## src/rtl/rcfg_pkg.sv

```systemverilog
package rcfg_pkg;
  typedef enum logic [3:0] {
    S_IDLE,
    S_PRE_EN,
    S_SHIFT,
    S_POST,
    S_UPDATE,
    S_WAIT_HI,
    S_WAIT_LO,
    S_RESET,
    S_DONE
  } rcfg_state_e;
endpackage

```

## src/rtl/rcfg_shifter.sv

```systemverilog
module rcfg_shifter #(
  parameter int W = 144,
  localparam int CW = (W > 1) ? $clog2(W) : 1
) (
  input  logic         clk,
  input  logic         rst,
  input  logic         load,
  input  logic [W-1:0] load_val,
  input  logic         shift,
  output logic         sdo,
  output logic         last
);
  localparam logic [CW-1:0] LAST_IDX = CW'(W - 1);

  logic [W-1:0]  sreg;
  logic [CW-1:0] cnt;

  always_ff @(posedge clk) begin
    if (rst) begin
      sreg <= '0;
      cnt  <= '0;
    end else if (load) begin
      sreg <= load_val;
      cnt  <= '0;
    end else if (shift) begin
      sreg <= {sreg[W-2:0], 1'b0};
      cnt  <= cnt + 1'b1;
    end
  end

  assign sdo  = sreg[W-1];
  assign last = (cnt == LAST_IDX);
endmodule

```

## src/rtl/rcfg_timer.sv

```systemverilog
module rcfg_timer #(
  parameter int LIMIT = 1024,
  localparam int TW = (LIMIT > 1) ? $clog2(LIMIT) : 1
) (
  input  logic clk,
  input  logic rst,
  input  logic clr,
  input  logic en,
  output logic hit
);
  localparam logic [TW-1:0] LAST_CNT = TW'(LIMIT - 1);

  logic [TW-1:0] cnt;

  always_ff @(posedge clk) begin
    if (rst || clr) cnt <= '0;
    else if (en)    cnt <= cnt + 1'b1;
  end

  assign hit = en && (cnt == LAST_CNT);
endmodule

```

## src/rtl/clk_synth_reconfig.sv

```systemverilog
module clk_synth_reconfig
  import rcfg_pkg::*;
#(
  parameter int CFG_W   = 144,
  parameter int TIMEOUT = 1024,
  parameter int RST_CYC = 4
) (
  input  logic             clk,
  input  logic             rst,
  input  logic             start,
  input  logic [CFG_W-1:0] cfg_word,
  input  logic             div_changed,
  input  logic             scan_done,
  output logic             scan_en,
  output logic             scan_data,
  output logic             cfg_update,
  output logic             synth_reset,
  output logic             busy,
  output logic             done_pulse,
  output logic             err
);
  rcfg_state_e state;
  logic        chg_q;
  logic        accept, in_wait, last_bit, w_hit, r_hit, w_clr;

  assign accept  = (state == S_IDLE) && start;
  assign in_wait = (state == S_WAIT_HI) || (state == S_WAIT_LO);
  // restart the wait window when the done flag's rise is seen
  assign w_clr   = !in_wait || ((state == S_WAIT_HI) && scan_done);

  rcfg_shifter #(.W(CFG_W)) shifter_i (
    .clk      (clk),
    .rst      (rst),
    .load     (accept),
    .load_val (cfg_word),
    .shift    (state == S_SHIFT),
    .sdo      (scan_data),
    .last     (last_bit)
  );

  rcfg_timer #(.LIMIT(TIMEOUT)) wait_tmr_i (
    .clk (clk),
    .rst (rst),
    .clr (w_clr),
    .en  (in_wait),
    .hit (w_hit)
  );

  rcfg_timer #(.LIMIT(RST_CYC)) rst_tmr_i (
    .clk (clk),
    .rst (rst),
    .clr (state != S_RESET),
    .en  (state == S_RESET),
    .hit (r_hit)
  );

  always_ff @(posedge clk) begin
    if (rst) begin
      state       <= S_IDLE;
      chg_q       <= 1'b0;
      scan_en     <= 1'b0;
      cfg_update  <= 1'b0;
      synth_reset <= 1'b0;
      busy        <= 1'b0;
      done_pulse  <= 1'b0;
      err         <= 1'b0;
    end else begin
      case (state)
        S_IDLE: if (start) begin
          busy    <= 1'b1;
          err     <= 1'b0;
          scan_en <= 1'b1;
          chg_q   <= div_changed;
          state   <= S_PRE_EN;
        end
        S_PRE_EN: state <= S_SHIFT;
        S_SHIFT: if (last_bit) begin
          scan_en <= 1'b0;
          state   <= S_POST;
        end
        S_POST: begin
          cfg_update <= 1'b1;
          state      <= S_UPDATE;
        end
        S_UPDATE: begin
          cfg_update <= 1'b0;
          state      <= S_WAIT_HI;
        end
        S_WAIT_HI: begin
          if (scan_done) state <= S_WAIT_LO;
          else if (w_hit) begin
            err   <= 1'b1;
            busy  <= 1'b0;
            state <= S_IDLE;
          end
        end
        S_WAIT_LO: begin
          if (!scan_done) begin
            if (chg_q) begin
              synth_reset <= 1'b1;
              state       <= S_RESET;
            end else begin
              done_pulse <= 1'b1;
              state      <= S_DONE;
            end
          end else if (w_hit) begin
            err   <= 1'b1;
            busy  <= 1'b0;
            state <= S_IDLE;
          end
        end
        S_RESET: if (r_hit) begin
          synth_reset <= 1'b0;
          done_pulse  <= 1'b1;
          state       <= S_DONE;
        end
        S_DONE: begin
          done_pulse <= 1'b0;
          busy       <= 1'b0;
          state      <= S_IDLE;
        end
        default: state <= S_IDLE;
      endcase
    end
  end
endmodule

```

## config.mk

```make
export PLATFORM = sky130hd
export DESIGN_NAME = clk_synth_reconfig
export DESIGN_NICKNAME = d
export VERILOG_FILES = /design/src/rtl/rcfg_pkg.sv /design/src/rtl/rcfg_shifter.sv /design/src/rtl/rcfg_timer.sv /design/src/rtl/clk_synth_reconfig.sv
export SDC_FILE = /design/constraint.sdc
export NUM_CORES = 1
export LEC_CHECK = 0
export ABC_AREA = 1
export BUFFER_PORTS_ARGS = -buffer_cell sky130_fd_sc_hd__buf_2
export CAP_MARGIN = 20
export CORE_MARGIN = 2
export CORE_UTILIZATION = 58
export CTS_CLUSTER_DIAMETER = 80
export CTS_CLUSTER_SIZE = 25
export DETAILED_ROUTE_END_ITERATION = 10
export PLACE_DENSITY = 0.84
export SYNTH_ARGS = -nofsm -noshare
export SYNTH_HDL_FRONTEND = slang
export SYNTH_SLANG_ARGS = --single-unit
```

## constraint.sdc

```tcl
create_clock -name clk -period 3.05 [get_ports clk]
set_input_delay 0.4575 -clock clk [delete_from_list [all_inputs] [get_ports clk]]
set_output_delay 0.4575 -clock clk [all_outputs]
set_load 0.01 [all_outputs]
```

==> Word-level counts from Yosys, hierarchy flattened <==
Index checks and enable logic that the tools add are counted.
{ "totals": {"inputBits": 149, "elab_cells": 91, "output_inout_bits": 7, "regBits": 175} }
{ "classes": {"reduce_logical": 25, "n_addsub": 3, "n_eq_ne": 20, "n_mux": 31} }
{ "op_table": {"columns": ["op", "count"], "rows": [
  ["144-bit two-way mux", 2],
  ["4-bit case mux with 8 select lines", 1],
  ["4-bit two-way mux", 7],
  ["4-bit by 3-bit == test with 1-bit output (second input constant)", 4],
  ["2-bit inequality test (second input constant)", 8],
  ["4-bit AND reduction", 4],
  ["1-bit two-way mux", 15],
  ["10-bit by 1-bit adder with 10-bit output (second input constant)", 1],
  ["10-bit == test (second input constant)", 1],
  ["8-bit by 1-bit adder with 8-bit output (second input constant)", 1],
  ["4-bit by 2-bit == test with 1-bit output (second input constant)", 2],
  ["8-bit == test (second input constant)", 1],
  ["2-bit nonzero test", 4],
  ["1-bit case mux with 2 select lines", 3],
  ["1-bit case mux with 3 select lines", 2],
  ["3-bit AND reduction", 2],
  ["3-bit nonzero test", 2],
  ["4-bit by 1-bit == test with 1-bit output (second input constant)", 1],
  ["4-bit == test (second input constant)", 1],
  ["1-bit logical AND", 4],
  ["4-bit logical NOT", 1],
  ["1-bit logical OR", 4],
  ["4-bit by 3-bit inequality test with 1-bit output (second input constant)", 1],
  ["1-bit case mux with 4 select lines", 1],
  ["other kinds (6)", 6]
]} }

==> Longest topological paths before layout <==
Gate-level depths: netlist of run 1.
{ "logic_depth": {"depth_word": 6, "mapped_depth": 12, "ltp_nobuf": 12} }

==> By module <==
Synthesis of run 1 repeated with hierarchy kept, for this count alone.
{ "unflattened": {"hier_cells": 1309, "hier_area_um2": 8226.6} }
{ "modules_own_cells": {"columns": ["mod", "seq_area_each_um2", "cells_each", "area_per_inst_um2", "instances"], "rows": [
  ["rcfg_shifter", 3042.9, 1119, 6975.4, 1],
  ["clk_synth_reconfig", 220.2, 106, 658.1, 1],
  ["rcfg_timer (wait_tmr_i)", 200.2, 66, 481.7, 1],
  ["rcfg_timer (rst_tmr_i)", 40.0, 18, 111.4, 1]
]} }

==> Worst setup path after synthesis of run 1 <==
Ideal clock, no wire load.
{ "synth_path": {"kind": "register to register", "start": "reg state[0]", "end": "reg shifter_i.sreg[66]", "setup_ps": 132, "required_time_ps": 2918, "stages_incl_launch_ff": 11, "path_buffers": 3, "t_arrival_ps": 1317, "slack_ps": 1600, "period_less_slack_ps": 1450, "path_cell_list": "dfxtp_1 > inv_2 > nand2_2 > inv_2 > nand2_4 > inv_2 > buf_4 > buf_6 > buf_6 > a22oi_1 > a21oi_1"} }
{ "synth_via": {"elab_chain_cells": 3, "word_cells_on_any_way": 5, "classes_between": "eq/ne (1); mux (1); reduce/logical (3)"} }
{ "synth_lines": {"columns": ["item", "line", "text"], "rows": [
  ["start, declared", "clk_synth_reconfig.sv:22", "rcfg_state_e state;"],
  ["start signal, assigned", "clk_synth_reconfig.sv:59", "state <= S_IDLE;"],
  ["start signal, assigned", "clk_synth_reconfig.sv:74", "state <= S_PRE_EN;"],
  ["start signal, assigned", "clk_synth_reconfig.sv:76", "S_PRE_EN: state <= S_SHIFT;"],
  ["4-bit logical NOT", "clk_synth_reconfig.sv:26", "assign accept = (state == S_IDLE) && start;"],
  ["1-bit logical AND", "clk_synth_reconfig.sv:26", null],
  ["144-bit two-way mux or 2-bit nonzero test (tied branches)", null, null],
  ["end signal, assigned", "rcfg_shifter.sv:23", "sreg <= load_val;"],
  ["end signal, assigned", "rcfg_shifter.sv:26", "sreg <= {sreg[W-2:0], 1'b0};"],
  ["end, declared", "rcfg_shifter.sv:15", "logic [W-1:0] sreg;"]
]} }
Parallel ways exist; a longest one is shown, timed or not.
A chain may end at the register's enable or synchronous reset.

==> Worst setup path after layout of run 1 <==
{ "layout_path": {"start": "reg state[0]", "end": "reg shifter_i.cnt[4]"} }
{ "layout_via": {"elab_chain_cells": 3, "word_cells_on_any_way": 4, "classes_between": "eq/ne (1); reduce/logical (3)"} }
{ "layout_lines": {"columns": ["item", "line", "text"], "rows": [
  ["4-bit logical NOT", "clk_synth_reconfig.sv:26", null],
  ["1-bit logical AND", "clk_synth_reconfig.sv:26", null],
  ["2-bit OR reduction (no line)", null, null],
  ["end signal, assigned", "rcfg_shifter.sv:27", "cnt <= cnt + 1'b1;"],
  ["end, declared", "rcfg_shifter.sv:16", "logic [CW-1:0] cnt;"]
]} }
Parallel ways exist; a longest one is shown, timed or not.

==> flow_metrics.tcl, run 1 <==
set metrics [dict create \
    status "completed" \
    start_util_pct 59.5 \
    ioPinCount 156 \
    cp-start-kind "flop" \
    grt_pass1_wl_um 25900 \
    dp_hpwl_um 10100 \
    synth_top_area_share_pct 48.8 \
    final_nets 1141 \
    gp_congestion 0.929 \
    cts_buffers 17 \
    yosysUniqueCellTypes 30 \
    htreeDepth 4 \
    area_growth_pct 17.5 \
    syn_area_sq_um 7180 \
    vias 6523 \
    powerDensity_nw_per_um2 838 \
    worstSetupEndpointType "flop" \
    clockBufferDepth 2 \
    ys_ff_latch 175 \
    core_sq_um 12100 \
    drt_iter0_drc 711 \
    rows 40 \
    routed_wl_um 16400 \
    fmax_ghz 0.477 \
    reg2reg_slack_ns 0.95 \
    vias_per_cell 5.58 \
    setup_violations 0 \
    hold_path.class "primary input to flop" \
    cp.required_ns 3.36 \
    arrival_ns 2.40 \
    root_buffer "clkbuf_16" \
    path_clk_slew_ns 0.06 \
    first_global_vias 5657 \
    r2r_cells 9 \
    drive_above_1_share_pct 21.3 \
    ir_worst_vdd_mv 0.487 \
    max_cap_violations 0 \
    fin_util_pct 69.9 \
    period_needed_ns 2.10 \
    slew_headroom_pct 34.9 \
    clock_skew_ns 0.00882 \
    postSynthAreaPerCell_sq_um 8.24 \
    gr-usage-all-layers_pct 24.0 \
    fp.dieArea_sq_um 13300 \
    post_cts_buffers 0 \
    clock_latency_ns 0.42 \
    routedWlPerCell_um 14.0 \
    num_antenna_cells 0 \
    hold_violations 0 \
    layout_common_cells "nand2_1, dfxtp_1, a21oi_1" \
    synthCells 872 \
    report.final.slew_viol_count 0 \
    fp.dieH_um 115 \
    synth_largest_area_cell "dfxtp_1" \
    gr-total-overflow 0 \
    post-route-period-util_pct 68.7 \
    p_leak_nw 3.30 \
    hold_depth 3 \
    io_buffers 155 \
    synth.area.top_cells "dfxtp_1, a22oi_1, a21oi_1" \
    postCtsHoldBufs 0 \
    ant_nets 0 \
    critPathKind "flop to flop" \
    synth_nets 1024 \
    r2r-end "shifter_i.cnt[4]" \
    drc 0 \
    cts.sinks 175 \
    drtPass1Iterations 5 \
    ys_seq_area_share_pct 48.8 \
    final_common_cell "nand2_1" \
    die_x_um 115 \
    worstHoldEndpoint "shifter_i.sreg[0]" \
    finalSetupTns_ns 0 \
    antenna_found_initial 0 \
    ys_warn_count 0 \
    critical_path.max_fanout 146 \
    min_from "cfg_word[0]" \
    grt_max_degree 147 \
    r2r_start "state[0]" \
    worst_pin_slew_ns 0.977 \
    rsz0062_at_grt "false" \
    post_cts_resized 0 \
    cts_tree "yes" \
]
cell usage after synthesis (all sizes together):
cell and n:
buf 42, dfxtp 175, nand3 7, nand4 7
nand2 205, nor2 37, xor2 4, nor3b 2
a21oi 161, and3 1, nor3 7, inv 40
o21ai 13, ha 3, a22oi 140, xnor2 1
o221a 1, o211ai 1, a31oi 3, clkbuf 22
power breakdown:
group,internal (mW),total [mW],switching (mW)
combinational,0.727,2.09,1.36
clock,1.12,1.99,0.870
sequential,2.75,2.99,0.245
total,4.60,7.07,2.48
layout make-up:
type,instances,area (sq um)
Inverter,40,153
Tap cell,168,210
Timing Repair Buffer,162,868
Fill cell,997,3630
Sequential cell,175,3500
Multi-Input combinational cell,593,3160
Clock buffer,22,484
Clock inverter,10,61.3
stage by stage:
| step | instances | power (mW) | setup slack (ns) | instance area, sq um | hold slack [ns] |
|---|---|---|---|---|---|
| after detailed placement | 1138 | 5.11 | 1.04 | 7890 | 0.412 |
| after global routing | 1170 | 7.48 | 0.766 | 8440 | 0.299 |
| after CTS | 1170 | 7.09 | 1.03 | 8440 | 0.288 |
| after floorplan | 872 | 4.74 | 1.60 | 7180 | 0.397 |
| after global placement | 1138 | 5.06 | 1.07 | 7890 | 0.411 |
| final | 1170 | 7.07 | 0.954 | 8440 | 0.301 |
cell families (layout without fill, tap and decap cells):
logic type      count (synthesis)  after routing  synth area share, %
buf+inv                       104            234                 7.28
fa+ha+maj                       3              3                0.523
xor+xnor                        5              5                0.610
simple gates                  266            266                 15.5
compound gates                319            319                 27.3
flops                         175            175                 48.8
routing by layer:
metal	global-route usage, %	up-vias	part of all wire [%]
met5	0	-	0
met1	32.7	3040	45
met3	6.11	23	5.6
li1	-	3278	-
met2	37.0	182	47
met4	9.16	0	1.5
critical path, stage by stage (launching register included):
cell	delay, ns
dfxtp_1	0.35
nor2_1	0.26
nand2_2	0.15
nor2_8	0.15
buf_12	0.46
inv_2	0.12
nand2_2	0.20
inv_2	0.05
o21ai_0	0.07
a21oi_1	0.05
sequential cells by signal (all words and copies together) (netlist names):
signal / cells
shifter_i.sreg: 144
wait_tmr_i.cnt: 10
shifter_i.cnt: 8
state: 4
rst_tmr_i.cnt: 2
busy: 1
cfg_update: 1
chg_q: 1
done_pulse: 1
err: 1
scan_en: 1
synth_reset: 1
how the worst max path moves through the flow:
stage / to / from / cells after the start
6_report: shifter_i.cnt[4] / state[0] / 9
5_1_grt: shifter_i.cnt[4] / state[0] / 9
4_1_cts: shifter_i.cnt[4] / state[0] / 9
3_5_place_dp: shifter_i.cnt[3] / state[0] / 9
3_3_place_gp: shifter_i.cnt[3] / state[0] / 9
2_1_floorplan: shifter_i.sreg[66] / state[0] / 10
Note: power is estimated with default switching activity, not from simulation.
==> run 2: changes to the inputs <==
--- a/config.mk
+++ b/config.mk
@@ -9,11 +9,11 @@
 export BUFFER_PORTS_ARGS = -buffer_cell sky130_fd_sc_hd__buf_2
 export CAP_MARGIN = 20
 export CORE_MARGIN = 2
-export CORE_UTILIZATION = 58
+export CORE_UTILIZATION = 49
 export CTS_CLUSTER_DIAMETER = 80
 export CTS_CLUSTER_SIZE = 25
 export DETAILED_ROUTE_END_ITERATION = 10
-export PLACE_DENSITY = 0.84
+export PLACE_DENSITY = 0.76
 export SYNTH_ARGS = -nofsm -noshare
 export SYNTH_HDL_FRONTEND = slang
 export SYNTH_SLANG_ARGS = --single-unit
==> constraint.sdc (replaced) <==
create_clock -name clk -period 1.77 [get_ports clk]
set_input_delay 0.2655 -clock clk [delete_from_list [all_inputs] [get_ports clk]]
set_output_delay 0.2655 -clock clk [all_outputs]
set_load 0.01 [all_outputs]
==> run 2 against run 1 <==
  * Clock power rose by 88%
  * Utilization down 8.1 points
  * Cell area grew 5.8%
  * Sequential share of layout area decreased by 2.3 points
  * Clock skew shrank 0.00056 ns
  * Sequential power grew 73%
  * Critical endpoint is now wait_tmr_i.cnt[6]
==> flow_metrics.tcl, run 2 (synthesis results as in run 1) <==
set metrics [dict create \
    status "completed" \
    routedWlPerCell_um 15.4 \
    max_cap_violations 0 \
    critPathKind "flop to flop" \
    drive_above_1_share_pct 23.3 \
    drc 0 \
    pwr-share-seq_pct 38.2 \
    postCtsHoldBufs 0 \
    critical_path.max_fanout 5 \
    cts.sinks 175 \
    routed_wl_um 18700 \
    slowest_delay_ns 0.38 \
    core_sq_um 14400 \
    rows 44 \
    final_common_cell "nand2_1" \
    cp_num_cells 10 \
    grt_pass1_wl_um 28500 \
    p_clk_share_pct 27.7 \
    antenna_found_initial 1 \
    top_register "shifter_i.sreg" \
    path_clk_slew_ns 0.07 \
    fp.dieH_um 125 \
    htreeDepth 4 \
    critPathCapture "wait_tmr_i.cnt[6]" \
    die_x_um 125 \
    p_leak_nw 3.50 \
    internal_power_mw 8.82 \
    critPathBufInv 3 \
    clock_skew_ns 0.00826 \
    fin_util_pct 61.9 \
    io_buffers 155 \
    ioPinCount 156 \
    placed_area_sq_um 8090 \
    p_sw_share_pct 34.7 \
    crit_start "state[2]" \
    vias 6689 \
    period_needed_ns 1.68 \
    powerDensity_nw_per_um2 1510 \
    drtPass1Iterations 5 \
    root_buffer "clkbuf_16" \
    final_nets 1168 \
    arrival_ns 2.03 \
    finalSetupTns_ns 0 \
    hold_violations 0 \
    gr-total-overflow 0 \
    comb_power_share_pct 34.1 \
    clock_latency_ns 0.42 \
    start_util_pct 49.8 \
    worst_pin_slew_ns 0.740 \
    top_regs "shifter_i.sreg: 144 flops, wait_tmr_i.cnt: 10 flops, shifter_i.cnt: 8 flops" \
    r2r_start "state[2]" \
    switchingPower_mw 4.69 \
    worstSetupEndpointType "flop" \
    ir_worst_vdd_mv 0.866 \
    gp_congestion 0.869 \
    first_global_vias 5980 \
    cts_tree "yes" \
    fmax_ghz 0.596 \
    hold_path.class "primary input to flop" \
    largest_reg_flops 144 \
    area_growth_pct 24.3 \
    cp.required_ns 2.12 \
    ant_nets 0 \
    stdcell_count 1213 \
    r2r-end "wait_tmr_i.cnt[6]" \
    r2r_cells 10 \
    fp.dieArea_sq_um 15600 \
    drt_iter0_drc 670 \
    final_cell_area_sq_um 8920 \
    vias_per_cell 5.51 \
    dp_hpwl_um 10500 \
    critPathSlowestCell "dfxtp_1" \
    layout_common_cells "nand2_1, dfxtp_1, a21oi_1" \
    report.final.slew_viol_count 0 \
    grt_max_degree 150 \
    gr-usage-all-layers_pct 21.8 \
    power_mw 13.5 \
    cp_top_family "simple AND/OR/NAND/NOR gates" \
    clockBufferDepth 2 \
    dp.cells 1169 \
    cts_buffers 17 \
    cp-start-kind "flop" \
    fillCellCount 1297 \
    reg2reg_slack_ns 0.09 \
    slew_headroom_pct 50.7 \
    setup_violations 0 \
    cp_cell_sequence "buf_4 > inv_1 > nor2_2 > nand2_1 > nand2_4 > nand2_1 > nor2_2 > buf_4 > nand3_1 > a21oi_1" \
    post-route-period-util_pct 94.8 \
]
## run 2: changes by cell type in the layout (fill, tap and decap cells not counted), sizes merged
cell,previous run,this run
nand2,205,206
clkbuf,22,26
buf,162,181
clkinvlp,3,2
nor2,37,40
diode,0,1
bufinv,0,3
clkinv,6,3
## run 2: final cells by class
cell class | count | area, sq um | area share, %
Multi-Input combinational cell | 597 | 3220 | 36.0
Clock buffer | 22 | 444 | 4.98
Sequential cell | 175 | 3500 | 39.3
Clock inverter | 9 | 136 | 1.53
Inverter | 40 | 155 | 1.74
Tap cell | 184 | 230 | 2.58
Antenna cell | 1 | 2.50 | 0.0280
Timing Repair Buffer | 185 | 1240 | 13.9
## run 2: power by group through the flow
stage | Sequential (mW) | Combinational (mW) | Clock, mW
after floorplan | 5.14 | 3.03 | 0
after global placement | 5.20 | 3.89 | 0
after detailed placement | 5.23 | 3.94 | 0
after CTS | 5.15 | 4.02 | 3.80
after global routing | 5.25 | 5.11 | 3.98
final | 5.16 | 4.61 | 3.74
## run 2: metrics by stage
stage	hold slack [ns]	setup WS (ns)
after global routing	0.109	-0.0142
final	0.107	0.0916
after CTS	0.0936	0.00882
after detailed placement	0.413	-0.133
after floorplan	0.397	0.320
after global placement	0.412	-0.101
## run 2: worst min-delay path, stage by stage
cell	delay, ns
buf_2	0.10
nand2_1	0.06
a21oi_1	0.06
## run 2: worst min path at each step
stage / from / to / slack [ns] / cells past startpoint
finish: cfg_word[0] / shifter_i.sreg[0] / 0.11 / 3
global route: cfg_word[0] / shifter_i.sreg[0] / 0.11 / 3
CTS: cfg_word[0] / shifter_i.sreg[0] / 0.09 / 3
detailed placement: rst_tmr_i.cnt[0] / rst_tmr_i.cnt[0] / 0.41 / 1
global placement: rst_tmr_i.cnt[0] / rst_tmr_i.cnt[0] / 0.41 / 1
floorplan: rst_tmr_i.cnt[0] / rst_tmr_i.cnt[0] / 0.40 / 1
## run 2: per-layer routing
metal	routed length, um	vias to the layer above	track usage [%]
met1	8820	3117	30.5
met3	1140	17	5.56
met5	0	-	0
met4	224	0	6.60
li1	-	3353	-
met2	8510	202	33.2
## run 2: timing repair
item / CTS / global route
pin swaps: 1 / 5
gates resized for setup: 0 / 19
cloned: 1 / 8
hold endpoints to repair: 0 / 0
setup buffers: 0 / 3
setup endpoints to repair: 93 / 140
==> run 3: changes to the inputs <==
--- a/config.mk
+++ b/config.mk
@@ -9,11 +9,11 @@
 export BUFFER_PORTS_ARGS = -buffer_cell sky130_fd_sc_hd__buf_2
 export CAP_MARGIN = 20
 export CORE_MARGIN = 2
-export CORE_UTILIZATION = 49
+export CORE_UTILIZATION = 54
 export CTS_CLUSTER_DIAMETER = 80
 export CTS_CLUSTER_SIZE = 25
 export DETAILED_ROUTE_END_ITERATION = 10
-export PLACE_DENSITY = 0.76
+export PLACE_DENSITY = 0.79
 export SYNTH_ARGS = -nofsm -noshare
 export SYNTH_HDL_FRONTEND = slang
 export SYNTH_SLANG_ARGS = --single-unit
==> constraint.sdc (replaced) <==
create_clock -name clk -period 1.6 [get_ports clk]
set_input_delay 0.24 -clock clk [delete_from_list [all_inputs] [get_ports clk]]
set_output_delay 0.24 -clock clk [all_outputs]
set_load 0.01 [all_outputs]
==> run 3 against run 2 <==
  * Hold slack worse by 0.035 ns
  * Final cell count down 0.99%
  * Utilization rose by 5.9 points
  * Clock power up 9.1%
  * Setup slack got worse by 0.061 ns
  * Sequential share of layout area rose by 0.16 points
  * Non-clock buffer count fell by 2
  * Highest routed layer unchanged
  * Clock skew is 0.00084 ns lower
==> flow_metrics.tcl, run 3 (synthesis results as in run 1) <==
set metrics [dict create \
    dp.cells 1157 \
    root_buffer "clkbuf_16" \
    stdcell_count 1201 \
    period_needed_ns 1.57 \
    report.final.slew_viol_count 0 \
    r2r_start "state[1]" \
    clock_skew_ns 0.00743 \
    routed_wl_um 17900 \
    drc 0 \
    max_cap_violations 0 \
    cts_buffers 17 \
    reg2reg_slack_ns 0.03 \
    fillCellCount 1124 \
    postCtsHoldBufs 0 \
    fp.dieArea_sq_um 14200 \
    worst_pin_slew_ns 0.670 \
    io_buffers 155 \
    rsz0062_at_grt "true" \
    status "completed" \
    worstSetupEndpointType "flop" \
    drive_above_1_share_pct 23.9 \
    r2r-end "shifter_i.sreg[40]" \
    htreeDepth 4 \
    r2r_cells 8 \
    hold_violations 0 \
    power_mw 14.8 \
    routedWlPerCell_um 14.9 \
    worstHoldEndpoint "shifter_i.sreg[0]" \
    cts.sinks 175 \
    setup_violations 0 \
    grt_max_degree 150 \
    internal_power_mw 9.82 \
    vias 6688 \
    clockBufferDepth 2 \
    grt_pass1_wl_um 27500 \
    area_growth_pct 24.0 \
    layout_common_cells "nand2_1, dfxtp_1, a21oi_1" \
    comb_power_share_pct 33.8 \
    vias_per_cell 5.57 \
    p_sw_share_pct 33.8 \
    grtUsageMet1_pct 30.9 \
    powerDensity_nw_per_um2 1670 \
    final_nets 1163 \
    min_from "cfg_word[0]" \
    antenna_found_initial 1 \
    core_sq_um 13100 \
    dp_hpwl_um 10600 \
    cts_tree "yes" \
    clock_latency_ns 0.43 \
    drt_iter0_drc 632 \
    first_global_vias 5965 \
    critPathKind "flop to flop" \
    hold_depth 3 \
    pwr-share-seq_pct 38.7 \
    gr-total-overflow 0 \
    grt_util_met3_pct 5.94 \
    met2_usage_pct 36.9 \
    ant_nets 0 \
    cp.required_ns 1.94 \
    critical_path.max_fanout 26 \
    die_x_um 119 \
    rows 42 \
    fp.dieH_um 119 \
    cp-start-kind "flop" \
    cp_cell_sequence "nor2_2 > nand2_4 > nor2_8 > buf_12 > nor2_8 > buf_12 > nand2_1 > a21oi_1" \
    start_util_pct 54.7 \
    fmax_ghz 0.637 \
    ioPinCount 156 \
    drtPass1Iterations 5 \
    top_regs "shifter_i.sreg: 144 flops, wait_tmr_i.cnt: 10 flops, shifter_i.cnt: 8 flops" \
    p_clk_share_pct 27.5 \
    gp_congestion 0.875 \
    ir_worst_vdd_mv 1.06 \
    path_clk_slew_ns 0.06 \
    critPathSlowestCell "dfxtp_2" \
    arrival_ns 1.91 \
    largest_reg_flops 144 \
    switchingPower_mw 5.02 \
    slowest_delay_ns 0.39 \
    p_leak_nw 3.49 \
    post-route-period-util_pct 98.1 \
    top_register "shifter_i.sreg" \
    gr-max-usage-layer "met2" \
    final_common_cell "nand2_1" \
    hold_path.class "primary input to flop" \
    gr-usage-all-layers_pct 23.4 \
    slew_headroom_pct 55.3 \
]
run 3: worst max path at each step:
stage              from                   to  slack (ns)  depth (start not counted)
3_5_place_dp   state[0]  shifter_i.sreg[119]        0.02                          9
6_report       state[1]   shifter_i.sreg[40]        0.03                          8
3_3_place_gp   state[1]     shifter_i.cnt[7]        0.07                          9
2_1_floorplan  state[0]   shifter_i.sreg[66]        0.15                         10
4_1_cts        state[3]  shifter_i.sreg[140]      -0.008                          6
5_1_grt        state[3]             state[1]       -0.08                         10
run 3: layout make-up:
class,instances,area (sq um),area share [%]
multi-input combinational,594,3210,36.0
timing repair buffer,183,1230,13.8
tap,176,220,2.47
antenna,1,2.50,0.0281
sequential,175,3510,39.4
inverter,40,155,1.74
clock buffer,27,503,5.65
clock inverter,5,77.6,0.871
run 3: per-stage QoR:
step | util [%] | worst slack [ns] | area (sq um) | hold slack [ns] | setup TNS, ns
3_5_place_dp | 61.2 | 0.0196 | 8050 | 0.412 | 0
4_1_cts | 65.7 | -0.00795 | 8630 | 0.0572 | -0.00795
3_3_place_gp | 61.2 | 0.0748 | 8050 | 0.408 | 0
6_report | 67.8 | 0.0310 | 8910 | 0.0716 | 0
5_1_grt | 67.8 | -0.0844 | 8910 | 0.0687 | -0.613
2_1_floorplan | - | 0.150 | 7180 | 0.388 | 0
run 3: critical path, delay by kind of cell, from the launching register on:
kind,cells,cell delay [ns]
AO/OA/AOI/OAI,1,0.20
buffers and inverters,2,0.36
AND/OR/NAND/NOR,5,0.53
flip-flops,1,0.39
run 3: what timing repair did:
action / 4_1_cts / 5_1_grt
endpoints found under the hold margin: 0 / 0
pin swaps: 0 / 4
resized for setup: 1 / 27
setup buffers: 0 / 5
endpoints found under the setup margin: 2 / 156
cloned: 0 / 6
run 3: power by group through the flow:
| stage | logic, mW | registers (mW) | clock network (mW) |
|---|---|---|---|
| 6_report | 5.02 | 5.74 | 4.08 |
| 5_1_grt | 5.53 | 5.83 | 4.33 |
| 4_1_cts | 4.24 | 5.71 | 4.14 |
| 3_5_place_dp | 4.20 | 5.79 | 0 |
| 3_3_place_gp | 4.18 | 5.75 | 0 |
| 2_1_floorplan | 3.35 | 5.68 | 0 |
run 3: routing by layer:
| metal | vias to the layer above | wire [um] | part of all wire (%) |
|---|---|---|---|
| li1 | 3328 | - | - |
| met1 | 3119 | 7870 | 44 |
| met2 | 216 | 8570 | 48 |
| met5 | - | 0 | 0 |
| met3 | 25 | 1150 | 6.4 |
| met4 | 0 | 298 | 1.7 |
